==> config.mk <==
export PLATFORM = sky130hd
export DESIGN_NAME = sdram_cmd_tracker
export DESIGN_NICKNAME = d
export VERILOG_FILES = /design/src/rtl/sdram_cmd_tracker.sv
export SDC_FILE = /design/constraint.sdc
export NUM_CORES = 1
export LEC_CHECK = 0
export BUFFER_PORTS_ARGS = -buffer_cell sky130_fd_sc_hd__buf_2
export CORE_MARGIN = 2
export CORE_UTILIZATION = 39
export DETAILED_ROUTE_END_ITERATION = 16
export GPL_TIMING_DRIVEN = 0
export PLACE_DENSITY = 0.62
export SETUP_SLACK_MARGIN = 0.1
export SLEW_MARGIN = 20
export SYNTH_ARGS = -nofsm -noshare
export SYNTH_HDL_FRONTEND = slang
export SYNTH_SLANG_ARGS = --single-unit
==> constraint.sdc <==
create_clock -name clk -period 2 [get_ports clk]
set_input_delay 0.3 -clock clk [delete_from_list [all_inputs] [get_ports clk]]
set_output_delay 0.3 -clock clk [all_outputs]
set_load 0.05 [all_outputs]
==> src/rtl/sdram_cmd_tracker.sv <==
module sdram_cmd_tracker #(
  parameter int T_RP  = 3,
  parameter int T_RFC = 6,
  parameter int T_MRD = 2
) (
  input  logic       clk,
  input  logic       rst,
  input  logic       cke,
  input  logic       cs_n,
  input  logic       ras_n,
  input  logic       cas_n,
  input  logic       we_n,
  input  logic       a10,
  output logic [2:0] state,
  output logic [3:0] cmd,
  output logic       illegal
);
  localparam int MAX_AB = (T_RP > T_MRD) ? T_RP : T_MRD;
  localparam int MAXT   = (T_RFC > MAX_AB) ? T_RFC : MAX_AB;
  localparam int CW     = $clog2(MAXT + 1);

  localparam logic [3:0] C_DESL = 4'd0, C_NOP = 4'd1, C_BST = 4'd2, C_READ = 4'd3,
                         C_WRITE = 4'd4, C_ACT = 4'd5, C_PRE = 4'd6, C_PALL = 4'd7,
                         C_REF = 4'd8, C_SELF = 4'd9, C_MRS = 4'd10, C_PDEN = 4'd11;
  localparam logic [2:0] S_IDLE = 3'd0, S_PRE = 3'd1, S_ACT = 3'd2, S_REF = 3'd3,
                         S_SELF = 3'd4, S_PDN = 3'd5, S_MRS = 3'd6;

  logic [2:0]    st_q, st_d;
  logic [CW-1:0] cnt_q, cnt_d;
  logic [3:0]    cmd_d, cmd_q;
  logic          bad, err_q;
  logic          is_idle_nop, is_quiet;

  always_comb begin
    if (!cke)
      cmd_d = (!cs_n && !ras_n && !cas_n && we_n) ? C_SELF : C_PDEN;
    else if (cs_n)
      cmd_d = C_DESL;
    else begin
      case ({ras_n, cas_n, we_n})
        3'b111:  cmd_d = C_NOP;
        3'b110:  cmd_d = C_BST;
        3'b101:  cmd_d = C_READ;
        3'b100:  cmd_d = C_WRITE;
        3'b011:  cmd_d = C_ACT;
        3'b010:  cmd_d = a10 ? C_PALL : C_PRE;
        3'b001:  cmd_d = C_REF;
        default: cmd_d = C_MRS;
      endcase
    end
  end

  assign is_quiet    = (cmd_d == C_DESL) || (cmd_d == C_NOP);
  assign is_idle_nop = is_quiet || (cmd_d == C_BST) || (cmd_d == C_PRE) || (cmd_d == C_PALL);

  always_comb begin
    st_d  = st_q;
    cnt_d = cnt_q;
    bad   = 1'b0;
    case (st_q)
      S_IDLE: begin
        case (cmd_d)
          C_READ, C_WRITE: bad = 1'b1;
          C_ACT:  st_d = S_ACT;
          C_REF:  begin st_d = S_REF; cnt_d = CW'(T_RFC - 1); end
          C_MRS:  begin st_d = S_MRS; cnt_d = CW'(T_MRD - 1); end
          C_SELF: st_d = S_SELF;
          C_PDEN: st_d = S_PDN;
          default: ;
        endcase
      end
      S_PRE, S_REF, S_MRS: begin
        bad = (st_q == S_PRE) ? !is_idle_nop : !is_quiet;
        if (cnt_q == '0) st_d = S_IDLE;
        else             cnt_d = cnt_q - CW'(1);
      end
      S_ACT: begin
        case (cmd_d)
          C_PRE, C_PALL: begin st_d = S_PRE; cnt_d = CW'(T_RP - 1); end
          C_DESL, C_NOP, C_BST, C_READ, C_WRITE: ;
          default: bad = 1'b1;
        endcase
      end
      S_SELF, S_PDN: if (cke) st_d = S_IDLE;
      default: st_d = S_IDLE;
    endcase
  end

  always_ff @(posedge clk) begin
    if (rst) begin
      st_q  <= S_IDLE;
      cnt_q <= '0;
      cmd_q <= C_DESL;
      err_q <= 1'b0;
    end else begin
      st_q  <= st_d;
      cnt_q <= cnt_d;
      cmd_q <= cmd_d;
      err_q <= bad;
    end
  end

  assign state   = st_q;
  assign cmd     = cmd_q;
  assign illegal = err_q;
endmodule

==> metrics.cfg, run 1 <==
[hold_path]
whs_path_depth = 2
hp-start = we_n
hold_class = input port to flop
whs_endpoint = cmd[1]$_SDFF_PP0_

[yosys]
synth.top_cell.area_share = 0.2663
syn_area_um2 = 827.0
synth_area_leaders = dfxtp_1, nor2_1, a21oi_1
synth_edf_count = 0
synthFlopType = dfxtp_1
ys_ff_latch = 11
synth_top_area_cell = dfxtp_1
netlist_top_cells_count = dfxtp_1, nor2_1, a21oi_1
syn_nets = 111
ys_types = 45
ys_seq_area_frac = 0.2663
syn_area_per_cell_um2 = 8.189
synth_warnings = 0
synthCells = 101
async_flop_share = 0

[setup_path]
required_ps = 2190
worst-path-max-fanout = 10
critPathKind = flop to flop
worstRegToRegCells = 5
worstSetupEndpointType = flop
start_kind = flop
reg2reg_to = state[1]$_SDFFE_PP0P_
r2r_setup_slack_ps = 270
rr_startpoint = state[1]$_SDFFE_PP0P_
critPathArrivalTime_ps = 1920

[flow_run]
max-cap-violations = 0

[timing]
final-max-slew-violation-count = 0
relSlewSlack = 0.6580
setup_viol = 0
fin_crit_sh = 0.8664
finClkSkew_ps = 6.645
max_clock_freq_mhz = 577.1
rsz0062_at_grt = no
whs_ps = 282.2
fin_tns_setup_ps = 0
hold_viol_final = 0
tightest_slew_ps = 513.0
fin_crit_ps = 1733

[power]
p_per_area_mw_per_mm2 = 951.3
total_power_uw = 909.4
ir_drop_mv = 0.4721
p_leak_nw = 0.4033

[routing]
dr_wl_met3_um = 90
viasPerCell = 5.559
topRoutingLayerUsed = met4
first_pass_iters = 4
wl_met2_um = 898
drc = 0
vias = 806
antenna_left = 0
met1_length_um = 860
drt-initial-drc-count = 23
wl_per_cell_um = 13.08
wl_um = 1897

[clock_network]
clock_sinks = 11
cts-root-buf = clkbuf_4
htreeDepth = 1
numCtsBuffers = 3
insertion_delay_ps = 280
cts_buffer_depth = 2
post_cts.repair.setup_buffers = 0
cts_tree = done
clkTransAtPathRegs_ps = 80

[placement]
place_congestion = 0.7933
placed_area_um2 = 925.9
hpwl_um = 1369
io_buffers = 13

[floorplan]
fp.dieArea_mm2 = 0.002505
core_area_mm2 = 0.001982
start_util = 0.4173
boundaryPins = 16
die_h_um = 50.05
fp.dieW_um = 50.05
std_cell_rows = 16

[cells_and_area]
antenna_cells = 0
finalInstanceArea_um2 = 955.9
nets = 129
syn_to_final_growth_pct = 15.58
filler_cell_count = 196
drive_gt1_frac = 0.2797

[grt]
antenna_found_initial = 0
grt.overflow.total = 0
grt_max_degree = 11
grt_use_total = 0.1667
grt_pass1_wl_um = 3180
grt_pass1_vias = 736

[run_status]
run_status = finished, final reports clean

## how the worst max path moves through the flow
stage	from	slack [ps]	cells past startpoint	end
finish	state[1]$_SDFFE_PP0P_	270	5	state[1]$_SDFFE_PP0P_
global placement	cs_n	120	5	cnt_q[0]$_SDFFE_PP0P_
floorplan	state[2]$_SDFFE_PP0P_	140	5	cnt_q[0]$_SDFFE_PP0P_
CTS	cnt_q[0]$_SDFFE_PP0P_	160	6	cnt_q[0]$_SDFFE_PP0P_
global route	state[1]$_SDFFE_PP0P_	130	5	state[1]$_SDFFE_PP0P_
detailed placement	cs_n	50	5	cnt_q[0]$_SDFFE_PP0P_
## registers in the layout, summed over array words and instances, names as in the netlist
register  flops
illegal       1
state         3
cnt_q         3
cmd           4
## routing by layer
layer / vias to the layer above / track usage
met4: 0 / 0.07407
met1: 363 / 0.2167
li1: 405 / -
met2: 31 / 0.2610
met3: 7 / 0.03636
met5: - / 0
## placed cells by master, fill, tap and decap left out, types with 3 or more instances in the layout
master	count
a21oi_1	6
buf_2	16
clkbuf_1	4
clkbuf_4	3
dfxtp_1	11
inv_1	5
nand2_1	4
nand2b_1	3
nor2_1	11
nor3_1	5
o21ai_0	4
## repair_timing
| action | 4_1_cts | 5_1_grt |
|---|---|---|
| setup endpoints to repair | 0 | 2 |
| hold buffers | 0 | 0 |
| gates resized for setup | 0 | 1 |
## cell families after synthesis
logic type,share of synthesized area
AND/OR/NAND/NOR,0.2874
flip-flops,0.2663
multiplexers,0.02421
XOR/XNOR,0.02118
adder cells (fa/ha/maj),0.03025
AO/OA/AOI/OAI,0.2980
buffers and inverters,0.07261
## report_power, final
part	internal, mW	total, mW	switching [mW]	leakage [nW]
registers	0.252	0.282	0.0299	0.0906
clock network	0.0774	0.160	0.0830	0.0150
logic	0.174	0.467	0.293	0.298
## through the flow
stage,utilization,instances,worst slack [ps]
2_1_floorplan,-,101,143.5
3_3_place_gp,0.4672,141,122.0
3_5_place_dp,0.4672,141,53.54
4_1_cts,0.4804,145,161.6
5_1_grt,0.4823,145,128.6
6_report,0.4823,145,267.1
## worst max-delay path, stage by stage (launching register included)
cell       delay, ps
dfxtp_1          500
clkbuf_1         360
nor2_1            90
a2bb2oi_1        280
a41oi_1          150
a311oi_1         260
## area by class of cell
cell class / instances / area (um2) / area share
Timing Repair Buffer: 13 / 65.06 / 0.06806
Buffer: 8 / 41.29 / 0.04319
Tap cell: 27 / 33.78 / 0.03534
Inverter: 5 / 18.77 / 0.01963
Clock buffer: 4 / 26.28 / 0.02749
Multi-Input combinational cell: 77 / 550.5 / 0.5759
Sequential cell: 11 / 220.2 / 0.2304
No activity file was read; power rests on OpenSTA's default activity.
==> inputs of run 2 (changes only) <==
Settings changed: HOLD_SLACK_MARGIN set to 0.03.
Clock period 2 ns to 2.17 ns, I/O delays scaled along.
==> metrics.cfg, run 2 (same netlist as run 1, synthesis figures left out) <==
[run_status]
run_status = finished, final reports clean  ; unchanged

[clock_network]
insertion_delay_ps = 280  ; about the same
post_cts.repair.setup_buffers = 0  ; unchanged
cts-root-buf = clkbuf_4  ; unchanged
clkTransAtPathRegs_ps = 80  ; about the same
clock_sinks = 11  ; unchanged
numCtsBuffers = 3  ; unchanged
cts_buffer_depth = 2  ; unchanged
post_cts_resized = 0  ; unchanged
cts_tree = done  ; unchanged
htreeDepth = 1  ; unchanged
hold_buffers = 0  ; unchanged

[hold_path]
whs_path_depth = 2  ; unchanged
hold_class = input port to flop  ; unchanged

[cells_and_area]
finalInstanceArea_um2 = 952.2  ; was 955.9 um2
drive_gt1_frac = 0.2712  ; was 0.2797
final_common_cell = buf_2  ; unchanged
syn_to_final_growth_pct = 15.13  ; was 15.58%
largest_register_ffs = 4  ; unchanged
final_cell_mix = buf_2, nor2_1, dfxtp_1  ; unchanged
antenna_cells = 0  ; unchanged
nets = 129  ; unchanged

[floorplan]
fp.dieW_um = 50.05  ; unchanged
fp.dieArea_mm2 = 0.002505  ; unchanged
start_util = 0.4173  ; unchanged
std_cell_rows = 16  ; unchanged
die_h_um = 50.05  ; unchanged
boundaryPins = 16  ; unchanged
core_area_mm2 = 0.001982  ; unchanged

[power]
seq_power_share = 0.312  ; was 0.310
p_sw_frac = 0.4442  ; was 0.4461
p_leak_nw = 0.4033  ; about the same
p_clk_frac = 0.177  ; was 0.176
pwr-share-comb = 0.511  ; was 0.514
p_per_area_mw_per_mm2 = 876.2  ; was 951.3 mW/mm2
p_int_uw = 463.7  ; was 503.7 uW
p_switching_uw = 370.5  ; was 405.7 uW
ir_drop_mv = 0.4387  ; was 0.4721 mV

[grt]
grt_pass1_vias = 736  ; unchanged
grt.overflow.total = 0  ; unchanged
grt_use_total = 0.1667  ; unchanged
antenna_found_initial = 0  ; unchanged
grt_max_degree = 11  ; unchanged
grt_pass1_wl_um = 3180  ; unchanged

[setup_path]
worstRegToRegCells = 6  ; was 5
worst-path-max-fanout = 6  ; was 10
critPathKind = flop to flop  ; unchanged
worstSetupEndpointType = flop  ; unchanged
start_kind = flop  ; unchanged
critPathArrivalTime_ps = 1990  ; was 1920 ps
required_ps = 2340  ; was 2190 ps

[timing]
tightest_slew_ps = 513.7  ; was 513.0 ps
hold_viol_final = 0  ; unchanged
fin_tns_setup_ps = 0  ; unchanged
final-max-slew-violation-count = 0  ; unchanged
setup_viol = 0  ; unchanged
fin_crit_sh = 0.8383  ; was 0.8664
finClkSkew_ps = 7.212  ; was 6.645 ps
whs_ps = 307.2  ; was 282.2 ps
relSlewSlack = 0.6575  ; was 0.6580
max_clock_freq_mhz = 549.7  ; was 577.1 MHz
rsz0062_at_grt = no  ; unchanged
fin_crit_ps = 1819  ; was 1733 ps

[routing]
drt-initial-drc-count = 22  ; was 23
wl_um = 1882  ; was 1897 um
antenna_left = 0  ; unchanged
vias = 791  ; was 806
drc = 0  ; unchanged
first_pass_iters = 4  ; unchanged
wl_per_cell_um = 12.98  ; was 13.08 um
viasPerCell = 5.455  ; was 5.559

[placement]
hpwl_um = 1369  ; unchanged
io_buffers = 13  ; unchanged
place_congestion = 0.7933  ; unchanged
placed_area_um2 = 925.9  ; unchanged

[flow_run]
max-cap-violations = 0  ; unchanged

-- run 2: power by group through the flow --
stage / Combinational, mW / Sequential, mW / Clock, mW
floorplan: 0.272 / 0.334 / 0
finish: 0.427 / 0.260 / 0.148
global placement: 0.420 / 0.263 / 0
global route: 0.464 / 0.266 / 0.164
detailed placement: 0.422 / 0.265 / 0
CTS: 0.423 / 0.260 / 0.154
-- run 2: area by class of cell --
class,count,area [um2]
Multi-Input combinational cell,77,546.8
Sequential cell,11,220.2
Inverter,5,18.77
Timing Repair Buffer,13,65.06
Clock buffer,4,26.28
Fill cell,198,1030
Buffer,8,41.29
Tap cell,27,33.78
-- run 2: path summary, 6_finish.rpt --
kind                         start                     to  slack [ps]
max          cnt_q[0]$_SDFFE_PP0P_  cnt_q[0]$_SDFFE_PP0P_         350
min reg2reg  cnt_q[1]$_SDFFE_PP0P_  cnt_q[1]$_SDFFE_PP0P_         570
max reg2reg  cnt_q[0]$_SDFFE_PP0P_  cnt_q[0]$_SDFFE_PP0P_         350
min                           we_n      cmd[1]$_SDFF_PP0_         310
-- run 2: per-stage QoR --
stage | util | total power [mW] | worst slack (ps) | std cells
floorplan | - | 0.6061 | 313.5 | 101
global placement | 0.4672 | 0.6831 | 266.5 | 141
detailed placement | 0.4672 | 0.6862 | 198.0 | 141
CTS | 0.4804 | 0.8374 | 331.6 | 145
global route | 0.4804 | 0.8936 | 151.8 | 145
finish | 0.4804 | 0.8343 | 350.9 | 145
-- run 2: worst max-delay path: stages, from the launching register on --
cell and delay [ps]:
dfxtp_1 420, inv_1 90, ha_1 210, and2b_1 190
a21oi_1 410, nor3_2 80, a2111oi_2 330
-- run 2: routing by layer --
metal,track usage,wire length [um],vias up
li1,-,-,405
met1,0.2167,875,351
met4,0.07407,32,0
met5,0,0,-
met2,0.2610,886,30
met3,0.03636,87,5
